[src/rtl/sio_fifo_pkg.sv]
package sio_fifo_pkg;

  typedef enum logic [2:0] {
    SEL_CTRL  = 3'd0,
    SEL_STAT  = 3'd1,
    SEL_TXLVL = 3'd2,
    SEL_RXLVL = 3'd3,
    SEL_TXWIN = 3'd4,
    SEL_RXWIN = 3'd5,
    SEL_TRIG  = 3'd6
  } reg_sel_e;

  localparam int B_UNDER  = 13;
  localparam int B_OVER   = 12;
  localparam int B_TXEND  = 9;
  localparam int B_XEND   = 8;
  localparam int B_TXHALF = 4;
  localparam int B_RXTRG  = 0;
  localparam int B_RXTEN  = 19;

  localparam logic [31:0] STAT_MASK = (32'd1 << B_UNDER) | (32'd1 << B_OVER) |
                                      (32'd1 << B_TXEND) | (32'd1 << B_XEND) |
                                      (32'd1 << B_TXHALF) | (32'd1 << B_RXTRG);
  localparam logic [31:0] CTRL_MASK = STAT_MASK | (32'd1 << B_RXTEN);

  // Entry count to bytes: halfword entries count double.
  function automatic logic [15:0] bytes_of(input logic [15:0] entries, input logic wide);
    return wide ? (entries << 1) : entries;
  endfunction

  // Receive threshold in bytes for a log2 word count.
  function automatic logic [15:0] thresh_bytes(input logic [2:0] log2n, input logic wide);
    logic [15:0] words;
    words = 16'd1 << log2n;
    return wide ? (words << 1) : words;
  endfunction

endpackage

[src/rtl/sio_word_fifo.sv]
module sio_word_fifo #(
  parameter int DEPTH = 32,
  parameter int W     = 16,
  localparam int AW   = $clog2(DEPTH),
  localparam int CW   = $clog2(DEPTH + 1)
) (
  input  logic          clk,
  input  logic          rst_n,
  input  logic          flush,
  input  logic          push,
  input  logic [W-1:0]  wdata,
  input  logic          pop,
  input  logic [CW-1:0] cap,
  output logic [W-1:0]  rdata,
  output logic [CW-1:0] count,
  output logic          full,
  output logic          empty,
  output logic          push_ok,
  output logic          pop_ok
);

  logic [W-1:0]  mem [DEPTH];
  logic [AW-1:0] wr_ptr, rd_ptr;

  assign full    = (count >= cap);
  assign empty   = (count == '0);
  assign push_ok = push & ~full & ~flush;
  assign pop_ok  = pop & ~empty & ~flush;
  assign rdata   = empty ? '0 : mem[rd_ptr];

  always_ff @(posedge clk) begin
    if (push_ok) mem[wr_ptr] <= wdata;
  end

  always_ff @(posedge clk) begin
    if (!rst_n || flush) begin
      wr_ptr <= '0;
      rd_ptr <= '0;
      count  <= '0;
    end else begin
      if (push_ok) wr_ptr <= wr_ptr + AW'(1);
      if (pop_ok)  rd_ptr <= rd_ptr + AW'(1);
      case ({push_ok, pop_ok})
        2'b10:   count <= count + CW'(1);
        2'b01:   count <= count - CW'(1);
        default: count <= count;
      endcase
    end
  end

endmodule

[src/rtl/sio_irq_unit.sv]
module sio_irq_unit #(
  parameter int          SW   = 32,
  parameter logic [SW-1:0] IMPL = '1
) (
  input  logic          clk,
  input  logic          rst_n,
  input  logic [SW-1:0] set_evt,
  input  logic          clr_wr,
  input  logic [SW-1:0] clr_mask,
  input  logic [SW-1:0] enable,
  output logic [SW-1:0] status,
  output logic          irq
);

  for (genvar i = 0; i < SW; i++) begin : g_bit
    if (IMPL[i]) begin : g_flag
      logic flag_q;
      always_ff @(posedge clk) begin
        if (!rst_n) flag_q <= 1'b0;
        else if (set_evt[i]) flag_q <= 1'b1;
        else if (clr_wr && clr_mask[i]) flag_q <= 1'b0;
      end
      assign status[i] = flag_q;
    end else begin : g_none
      assign status[i] = 1'b0;
    end
  end

  assign irq = |(status & enable);

endmodule

[src/rtl/sio_fifo_pair.sv]
module sio_fifo_pair
  import sio_fifo_pkg::*;
#(
  parameter int DEPTH  = 32,
  parameter int WORD_W = 16,
  localparam int CW    = $clog2(DEPTH + 1)
) (
  input  logic              clk,
  input  logic              rst_n,
  input  logic              half_word_mode,
  input  logic              reg_wr,
  input  logic              reg_rd,
  input  logic [2:0]        reg_sel,
  input  logic [31:0]       reg_wdata,
  output logic [31:0]       reg_rdata,
  input  logic              sh_tx_take,
  output logic [WORD_W-1:0] tx_word,
  input  logic              sh_rx_put,
  input  logic [WORD_W-1:0] sh_rx_word,
  input  logic              sh_xfer_end,
  output logic              irq
);

  localparam int HALF_BYTES = DEPTH / 2;
  localparam int NARROW_W   = WORD_W / 2;

  // Register decode
  logic wr_ctrl, wr_stat, wr_txlvl, wr_rxlvl, wr_txwin, wr_trig, rd_rxwin;
  assign wr_ctrl  = reg_wr && (reg_sel == SEL_CTRL);
  assign wr_stat  = reg_wr && (reg_sel == SEL_STAT);
  assign wr_txlvl = reg_wr && (reg_sel == SEL_TXLVL);
  assign wr_rxlvl = reg_wr && (reg_sel == SEL_RXLVL);
  assign wr_txwin = reg_wr && (reg_sel == SEL_TXWIN);
  assign wr_trig  = reg_wr && (reg_sel == SEL_TRIG);
  assign rd_rxwin = reg_rd && (reg_sel == SEL_RXWIN);

  logic [31:0] ctrl_q;
  logic [2:0]  trig_q;
  always_ff @(posedge clk) begin
    if (!rst_n) begin
      ctrl_q <= '0;
      trig_q <= '0;
    end else begin
      if (wr_ctrl) ctrl_q <= reg_wdata & CTRL_MASK;
      if (wr_trig) trig_q <= reg_wdata[2:0];
    end
  end

  // Word width handling
  logic [CW-1:0]     cap_entries;
  logic [WORD_W-1:0] tx_in, rx_in;
  assign cap_entries = half_word_mode ? CW'(DEPTH / 2) : CW'(DEPTH);
  assign tx_in = half_word_mode ? reg_wdata[WORD_W-1:0]
                                : {{(WORD_W-NARROW_W){1'b0}}, reg_wdata[NARROW_W-1:0]};
  assign rx_in = half_word_mode ? sh_rx_word
                                : {{(WORD_W-NARROW_W){1'b0}}, sh_rx_word[NARROW_W-1:0]};

  // Named internal events, also observed by the checker
  logic tx_flush, rx_flush, tx_push_req, rx_pop_req;
  logic tx_push_ok, tx_pop_ok, rx_push_ok, rx_pop_ok;
  logic tx_full, tx_empty, rx_full, rx_empty;
  logic [CW-1:0] tx_cnt, rx_cnt;
  logic [WORD_W-1:0] rx_head;

  assign tx_flush    = wr_txlvl && (reg_wdata == '0);
  assign rx_flush    = wr_rxlvl && (reg_wdata == '0);
  assign tx_push_req = wr_txwin;
  assign rx_pop_req  = rd_rxwin;

  sio_word_fifo #(.DEPTH(DEPTH), .W(WORD_W)) u_tx (
    .clk(clk), .rst_n(rst_n), .flush(tx_flush),
    .push(tx_push_req), .wdata(tx_in), .pop(sh_tx_take), .cap(cap_entries),
    .rdata(tx_word), .count(tx_cnt), .full(tx_full), .empty(tx_empty),
    .push_ok(tx_push_ok), .pop_ok(tx_pop_ok)
  );

  sio_word_fifo #(.DEPTH(DEPTH), .W(WORD_W)) u_rx (
    .clk(clk), .rst_n(rst_n), .flush(rx_flush),
    .push(sh_rx_put), .wdata(rx_in), .pop(rx_pop_req), .cap(cap_entries),
    .rdata(rx_head), .count(rx_cnt), .full(rx_full), .empty(rx_empty),
    .push_ok(rx_push_ok), .pop_ok(rx_pop_ok)
  );

  // Byte levels
  logic [15:0] tx_lvl_b, rx_lvl_b;
  assign tx_lvl_b = bytes_of(16'(tx_cnt), half_word_mode);
  assign rx_lvl_b = bytes_of(16'(rx_cnt), half_word_mode);

  // Events
  logic unf_evt, ovf_evt, txend_evt, xend_evt, txhalf_evt, rxtrg_evt;
  logic tx_above_q;

  always_ff @(posedge clk) begin
    if (!rst_n) tx_above_q <= 1'b0;
    else        tx_above_q <= (tx_lvl_b > 16'(HALF_BYTES));
  end

  assign unf_evt    = sh_tx_take && tx_empty;
  assign ovf_evt    = sh_rx_put && rx_full && !rx_flush;
  assign txend_evt  = tx_pop_ok && (tx_cnt == CW'(1)) && !tx_push_ok;
  assign xend_evt   = sh_xfer_end;
  assign txhalf_evt = tx_above_q && (tx_lvl_b <= 16'(HALF_BYTES));
  assign rxtrg_evt  = ctrl_q[B_RXTEN] && !rx_empty &&
                      (rx_lvl_b >= thresh_bytes(trig_q, half_word_mode));

  logic [31:0] set_vec, stat_q;
  always_comb begin
    set_vec           = '0;
    set_vec[B_UNDER]  = unf_evt;
    set_vec[B_OVER]   = ovf_evt;
    set_vec[B_TXEND]  = txend_evt;
    set_vec[B_XEND]   = xend_evt;
    set_vec[B_TXHALF] = txhalf_evt;
    set_vec[B_RXTRG]  = rxtrg_evt;
  end

  logic stat_wr;
  assign stat_wr = wr_stat;

  sio_irq_unit #(.SW(32), .IMPL(STAT_MASK)) u_irq (
    .clk(clk), .rst_n(rst_n), .set_evt(set_vec),
    .clr_wr(stat_wr), .clr_mask(reg_wdata), .enable(ctrl_q & STAT_MASK),
    .status(stat_q), .irq(irq)
  );

  // Read mux
  always_comb begin
    case (reg_sel)
      SEL_CTRL:  reg_rdata = ctrl_q;
      SEL_STAT:  reg_rdata = stat_q;
      SEL_TXLVL: reg_rdata = {16'b0, tx_lvl_b};
      SEL_RXLVL: reg_rdata = {16'b0, rx_lvl_b};
      SEL_RXWIN: reg_rdata = 32'(rx_head);
      SEL_TRIG:  reg_rdata = {29'b0, trig_q};
      default:   reg_rdata = '0;
    endcase
  end

endmodule

[config.mk]
export PLATFORM = sky130hd
export DESIGN_NAME = sio_fifo_pair
export DESIGN_NICKNAME = d
export VERILOG_FILES = /design/src/rtl/sio_fifo_pkg.sv /design/src/rtl/sio_word_fifo.sv /design/src/rtl/sio_irq_unit.sv /design/src/rtl/sio_fifo_pair.sv
export SDC_FILE = /design/constraint.sdc
export NUM_CORES = 1
export LEC_CHECK = 0
export CAP_MARGIN = 20
export CORE_AREA = 10 10 320 245
export CTS_CLUSTER_DIAMETER = 50
export DETAILED_ROUTE_END_ITERATION = 16
export DIE_AREA = 0 0 330 255
export DONT_BUFFER_PORTS = 1
export GPL_ROUTABILITY_DRIVEN = 1
export PLACE_DENSITY = 0.8
export SLEW_MARGIN = 20
export SYNTH_ARGS = -nofsm -noshare
export SYNTH_HDL_FRONTEND = slang
export SYNTH_SLANG_ARGS = --single-unit
export TNS_END_PERCENT = 30
[constraint.sdc]
create_clock -name clk -period 3.7 [get_ports clk]
set_clock_uncertainty 0.15 [all_clocks]
set_input_delay 0.555 -clock clk [delete_from_list [all_inputs] [get_ports clk]]
set_output_delay 0.555 -clock clk [all_outputs]
set_load 0.005 [all_outputs]
==> results.md, run 1 <==
* Largest fanout on the critical path at 7
* Clk slew on worst S/H paths at 0.06 ns
* Die H at 255 µm
* Pins Over Slew Limit at 0
* Slew margin rel. at 0.263
* Seq/Total Area, Yosys at 0.745
* Async SR Flop Fraction at 0
* HP Class: in2reg
* Port-buffer cells at 0
* Internal Power at approximately 21 mW
* CP endpoint kind: primary output
* Register share of total power at 0.492
* Pre-CTS WS at around 0.39 ns
* Met1 usage at 0.381
* Total track usage at 0.275
* H-tree Lvls at 3
* Clock Power Share at 0.378
* GPL Wtd Cong at 0.873
* Cell taking the most area after synthesis: edfxtp_1
* Commonest non-fill, non-tap cell in the layout: edfxtp_1
* Synth unique cells at 61
* Top-area cell type share of the netlist area at 0.718
* DRC at 0
* Ports at between 100 and 150
* Flops & latches, synth at 1083
* Worst Path Class, Setup: reg2out
* Net Sw Frac at 0.245
* Commonest cells after routing, fill and taps aside: edfxtp_1, mux4_2, clkbuf_16, buf_4, nor2_1
* Pleak at approximately 15 nW
* NetSw at 6.81 mW
* Logic pwr share at 0.130
* Share of layout cells above drive strength 1 at 0.297
* Starting density of the core at 0.591
* Post-Syn Instances at 2089
* Vias per std cell at about 7.2
* CP Launch Type: register
* Die X at 330 µm
* Yosys Warn Count at 0
* GR Util met3 at 0.0763
* Most Crowded Layer GR: met2
* Initial antenna violation count at 7
* Inserted Clock Buffers at 100
* Synth Cell Area at 0.0428 mm²
* Filler cells at 4112
* Grt met2 use at 0.426
* Final WL at 118000 µm
* Die area at 0.0842 mm²
* Worst-Skew Late Latency at approximately 0.67 ns
* Peak VDD IR at 0.424 mV
* Vias in the first global route at between 20000 and 25000
* Via count at 23700
* Pwr dens at 568 mW/mm²
* Final setup vio count at 0
* Max-cap violation count at 0
* Final hold vios at 0
* FP Rows at 86
* CP arrival at a little under 3 ns
* Mean Syn Cell Area at 20.5 µm²
* DR WL/cell at 35.7 µm
* Main area contributors after synthesis: edfxtp_1, mux4_2, dfxtp_1
* Setup ws final at 0.0138 ns
* Largest net degree at the start of global routing at 73
* Drt pass-1 iters at 6
* EDFF count, synth at 1024
* RSZ-0062 raised after global routing: true
* Clock Path Buffers at 3
* Status: complete, no violations
* DRT iter0 DRCs at roughly 4500
* Final nets at around 2300
* Area growth syn-to-layout at 14.2%
* GRT overflow at 0
* DRT antenna net count at 0
* Least-Margin Pin Slew at 1.10 ns
* Core ar. at 0.0724 mm²
* Ys flop type: edfxtp_1
* Fin crit period at roughly 3.7 ns
* Clock Sinks at 1083
* Worst hold slack at 0.0334 ns
* Root buffer cell: clkbuf_16
* CTS tree: built
* Post-route clock period utilization at 0.996
* CP required at 2.99 ns
* First-pass GRT wire length at 167000 µm
* Fmax at 0.271 GHz
* Dpl hpwl at 62200 µm
-- final cells by class --
type                            count  area (µm²)  share of cell area
Clock buffer                      111        2610              0.0533
Clock inverter                     75         711              0.0145
Tap cell                          968        1210              0.0248
Timing Repair Buffer              177        1950              0.0399
Multi-Input combinational cell    860       10400               0.212
Sequential cell                  1083       31900               0.653
Inverter                           30         113             0.00230
Antenna cell                        2        5.00            0.000102
-- cells by family (layout without fill, tap and decap cells) --
group	Yosys count	after routing	synth area share
xor gates and xnor gates	27	27	0.00552
AOI/OAI and AO/OA	150	150	0.0234
other	1	17	0.0000875
muxes	328	328	0.164
and+or+nand+nor	311	311	0.0359
DFF	1083	1083	0.745
buffers and inverters	160	393	0.0173
adders and majority gates	29	29	0.00847
-- power groups by stage --
stage                     clock, mW  sequential [mW]  combinational (mW)
after CTS                      10.5             13.6                3.52
after global placement            0             13.9                3.19
final                          10.5             13.7                3.62
after detailed placement          0             13.9                3.30
after floorplan                   0             13.8                2.53
after global routing           11.0             13.7                3.80
-- critical path, cell delays in order (launching register included) --
cell      delay (ns)
dfxtp_4         0.36
buf_12          0.14
buf_4           0.20
mux4_2          0.55
a22oi_1         0.35
nand2_1         0.24
a21oi_2         0.26
o211ai_1        0.21
-- final timing paths --
| check | cells after the start | start | endpoint | slack, ns |
|---|---|---|---|---|
| max | 7 | register | reg_rdata[3] | 0.01 |
| min | 1 | sh_rx_word[1] | u_rx.mem[12][1] | 0.03 |
| max reg2reg | 16 | u_rx.count[4] | u_rx.count[5] | 0.44 |
| min reg2reg | 2 | u_irq.g_bit[12].g_flag.flag_q | u_irq.g_bit[12].g_flag.flag_q | 0.35 |
-- flip-flops by register name, summed over array words and instances (netlist names), 3 cells and up, named ones only --
| register | count |
|---|---|
| u_irq.g_bit.g_flag.flag_q | 6 |
| u_tx.count | 6 |
| u_rx.count | 6 |
| ctrl_q | 7 |
| trig_q | 3 |
| u_rx.rd_ptr | 5 |
| u_rx.wr_ptr | 5 |
| u_tx.rd_ptr | 5 |
| u_tx.mem | 512 |
| u_tx.wr_ptr | 5 |
| u_rx.mem | 512 |
-- per-layer routing --
| metal | routed length [µm] | part of all wire |
|---|---|---|
| met5 | 44 | 0.00037 |
| met4 | 4280 | 0.036 |
| met3 | 16800 | 0.14 |
| met2 | 55400 | 0.47 |
| met1 | 41400 | 0.35 |
-- cells in the mapped netlist, drive strengths merged (3+ instances only) --
library cell	instances
edfxtp	1024
mux4	298
nor2	116
buf	65
clkbuf	65
dfxtp	59
nand2	54
a22oi	41
a21oi	35
o21ai	32
inv	30
ha	29
mux2i	26
nand3	26
nor2b	24
and2	23
xor2	15
xnor2	12
a22o	10
nand2b	9
nand3b	9
nor4	8
nand4	6
nor3	6
or3	6
or3b	6
a221oi	5
or2	5
and3	4
mux2	4
a21o	3
a32oi	3
nor3b	3
o211ai	3
o221ai	3
-- repair_timing --
action                                  in CTS  in global routing
hold buffers                                29                  0
endpoints found under the hold margin      529                  0
resized for setup                           11                 13
endpoints found under the setup margin      18                 19
buffers inserted                             2                  7
pin swaps                                    0                  1
gates cloned                                 1                  3
-- per-stage QoR --
step | cell area (µm²) | setup TNS (ns) | utilization | std cells | power [mW]
after floorplan | 42900 | 0 | - | 2103 | 16.3
after global placement | 45000 | 0 | 0.621 | 3076 | 17.1
after detailed placement | 45000 | 0 | 0.621 | 3076 | 17.2
after CTS | 48700 | -0.111 | 0.673 | 3294 | 27.7
after global routing | 48900 | -0.228 | 0.675 | 3304 | 28.4
final | 48900 | 0 | 0.675 | 3306 | 27.8
No activity file was read; power rests on OpenSTA's default activity.
==> run 2: changes to the inputs <==
--- a/config.mk
+++ b/config.mk
@@ -6,13 +6,15 @@
 export NUM_CORES = 1
 export LEC_CHECK = 0
 export CAP_MARGIN = 20
-export CORE_AREA = 10 10 320 245
+export CELL_PAD_IN_SITES_DETAIL_PLACEMENT = 1
+export CELL_PAD_IN_SITES_GLOBAL_PLACEMENT = 2
+export CORE_AREA = 10 10 349 267
 export CTS_CLUSTER_DIAMETER = 50
 export DETAILED_ROUTE_END_ITERATION = 16
-export DIE_AREA = 0 0 330 255
+export DIE_AREA = 0 0 359 277
 export DONT_BUFFER_PORTS = 1
 export GPL_ROUTABILITY_DRIVEN = 1
-export PLACE_DENSITY = 0.8
+export PLACE_DENSITY = 0.83
 export SLEW_MARGIN = 20
 export SYNTH_ARGS = -nofsm -noshare
 export SYNTH_HDL_FRONTEND = slang
==> constraint.sdc (replaced) <==
create_clock -name clk -period 4.1 [get_ports clk]
set_clock_uncertainty 0.15 [all_clocks]
set_input_delay 0.615 -clock clk [delete_from_list [all_inputs] [get_ports clk]]
set_output_delay 0.615 -clock clk [all_outputs]
set_load 0.005 [all_outputs]
==> results.md, run 2 (synthesis results as in run 1) <==
* Net Sw Frac at 0.240 (was 0.245)
* Commonest cells after routing, fill and taps aside: edfxtp_1, mux4_2, clkbuf_16 (was edfxtp_1, mux4_2, clkbuf_16, buf_4, nor2_1)
* Met2 routed wirelength at 50800 µm (was 55400 µm)
* Port-buffer cells at 0 (unchanged)
* Peak VDD IR at 0.407 mV (was 0.424 mV)
* Least-Margin Pin Slew at 1.08 ns (was 1.10 ns)
* Clk slew on worst S/H paths at 0.06 ns (about the same)
* Setup ws final at 0.0637 ns (was 0.0138 ns)
* Pre-CTS WS at 0.559 ns (was 0.395 ns)
* Pins Over Slew Limit at 0 (unchanged)
* Via count at 22100 (was 23700)
* Fmax at approximately 0.25 GHz
* Slew margin rel. at 0.280 (was 0.263)
* Logic pwr share at 0.124 (was 0.130)
* Pleak at 14.7 nW (was 15.2 nW)
* DRT iter0 DRCs at 2958 (was 4497)
* Worst-Skew Late Latency at 0.68 ns (was 0.67 ns)
* Worst hold slack at 0.0433 ns (was 0.0334 ns)
* CP arrival at 3.27 ns (was 2.98 ns)
* DRT antenna net count at 0 (unchanged)
* FP Rows at 94 (was 86)
* Share of layout cells above drive strength 1 at 0.284 (was 0.297)
* Inserted Clock Buffers at 106 (was 100)
* Post-route clock period utilization at 0.984
* Area occupied by multi-input gates at 0.0104 mm² (about the same)
* RSZ-0062 raised after global routing: true (unchanged)
* Final hold vios at 0 (unchanged)
* Die area at 0.0994 mm² (was 0.0842 mm²)
* HP Class: in2reg (unchanged)
* Final WL at 112000 µm (was 118000 µm)
* Area growth syn-to-layout at 13.0% (was 14.2%)
* Commonest non-fill, non-tap cell in the layout: edfxtp_1 (unchanged)
* Die X at 359 µm (was 330 µm)
* Vias in the first global route at 22900 (was 23600)
* Core ar. at 0.0866 mm² (was 0.0724 mm²)
* Fin crit period at 4.04 ns
* Internal Power at 19.0 mW (was 21.0 mW)
* GRT overflow at 0 (unchanged)
* Dpl hpwl at 69800 µm (was 62200 µm)
* DR WL/cell at 32.7 µm (was 35.7 µm)
* Max Used Layer: met5 (unchanged)
* Clock Power Share at 0.382 (was 0.378)
* Status: complete, no violations (unchanged)
* DRC at 0 (unchanged)
* Ports at 108 (unchanged)
* Vias per std cell at 6.44 (was 7.18)
* Clock Sinks at 1083 (unchanged)
* Final nets at 2285 (was 2340)
* Final setup vio count at 0 (unchanged)
* Starting density of the core at 0.495 (was 0.591)
* Root buffer cell: clkbuf_16 (unchanged)
* Largest fanout on the critical path at 12 (was 7)
* First-pass GRT wire length at 165000 µm (was 167000 µm)
* CP endpoint kind: primary output (unchanged)
* Pwr dens at 517 mW/mm² (was 568 mW/mm²)
* Drt pass-1 iters at 6 (unchanged)
* Die H at 277 µm (was 255 µm)
* Filler cells at 7532 (was 4112)
* CP Launch Type: register (unchanged)
* CTS tree: built (unchanged)
* Max-cap violation count at 0 (unchanged)
* Total track usage at 0.224 (was 0.275)
* Registers with the most flip-flops: u_rx.mem: 512 flops, u_tx.mem: 512 flops, ctrl_q: 7 flops (unchanged)
* Initial antenna violation count at 9 (was 7)
* Postcts setup bufs at 0 (was 2)
* CP required at 3.34 ns (was 2.99 ns)
* Clock Path Buffers at 3 (unchanged)
* Storage cell area at 0.0319 mm² (unchanged)
* WL met1 at 47000 µm (was 41400 µm)
* H-tree Lvls at 3 (unchanged)
* Wire length on met3 at 12100 µm (was 16800 µm)
* NetSw at 5.99 mW (was 6.81 mW)
* Register share of total power at 0.494 (was 0.492)
* Largest net degree at the start of global routing at 47 (was 73)
* GPL Wtd Cong at 0.874 (was 0.873)
* Worst Path Class, Setup: reg2out (unchanged)
[run 2: changes by cell type in the layout (fill, tap and decap cells not counted), moves of 4 or more]
cell           previous run  this run
buf_2                    10         5
buf_4                   105        81
and2_1                   13        18
buf_16                    6         0
dlygate4sd3_1            14         9
and2_2                   10         5
clkinv_2                 23        15
buf_12                   33        19
nor2_2                   33        60
a22oi_2                   4         0
nor2_1                   83        56
clkbuf_1                  7        19
a22oi_1                  37        41
[run 2: repair_timing]
item	in CTS	in global routing
endpoints found under the setup margin	4	5
cloned	0	0
endpoints found under the hold margin	528	0
hold buffers	24	0
gates resized for setup	4	3
[run 2: power by group through the flow]
stage	logic (mW)	clock network [mW]	registers, mW
after floorplan	2.28	0	12.4
after global placement	2.90	0	12.6
after detailed placement	2.99	0	12.6
after CTS	3.14	9.64	12.4
after global routing	3.34	10.1	12.4
final	3.11	9.55	12.4
[run 2: critical path, stage by stage, from the launching register on]
cell and delay, ns:
dfxtp_1 0.59, or3_4 0.23, o311a_1 0.37, nor2b_1 0.79, a21oi_1 0.33, o211ai_1 0.30
[run 2: path summary, 6_finish.rpt]
kind	start	to	slack [ns]	cells past startpoint
worst min register to register	u_irq.g_bit[12].g_flag.flag_q	u_irq.g_bit[12].g_flag.flag_q	0.35	2
worst max-delay path	u_rx.count[2]	reg_rdata[5]	0.06	5
worst min-delay path	reg_wdata[2]	trig_q[2]	0.04	2
worst max register to register	u_rx.count[2]	u_rx.count[4]	0.72	12
[run 2: area by class of cell]
cell class | count | area share
clock buffers | 126 | 0.0566
inverters | 30 | 0.00233
clock inverters | 65 | 0.0131
multi-input cells | 860 | 0.215
flip-flops and latches | 1083 | 0.660
repair buffers | 116 | 0.0233
well taps | 1152 | 0.0298
diodes | 5 | 0.000258
[run 2: layer usage]
metal  vias up  GRT usage
met5         -          0
met4         4     0.0565
met3       176     0.0585
met2      1271      0.329
met1     11900      0.331
li1       8793          -
[run 2: metrics by stage]
stage / utilization / std cells / power [mW] / setup TNS (ns) / area, µm²
6_report: 0.559 / 3437 / 25.0 / 0 / 48400
4_1_cts: 0.559 / 3432 / 25.2 / 0 / 48400
3_3_place_gp: 0.516 / 3217 / 15.5 / 0 / 44700
2_1_floorplan: - / 2103 / 14.7 / 0 / 42900
5_1_grt: 0.559 / 3434 / 25.8 / -0.140 / 48400
3_5_place_dp: 0.516 / 3217 / 15.6 / 0 / 44700
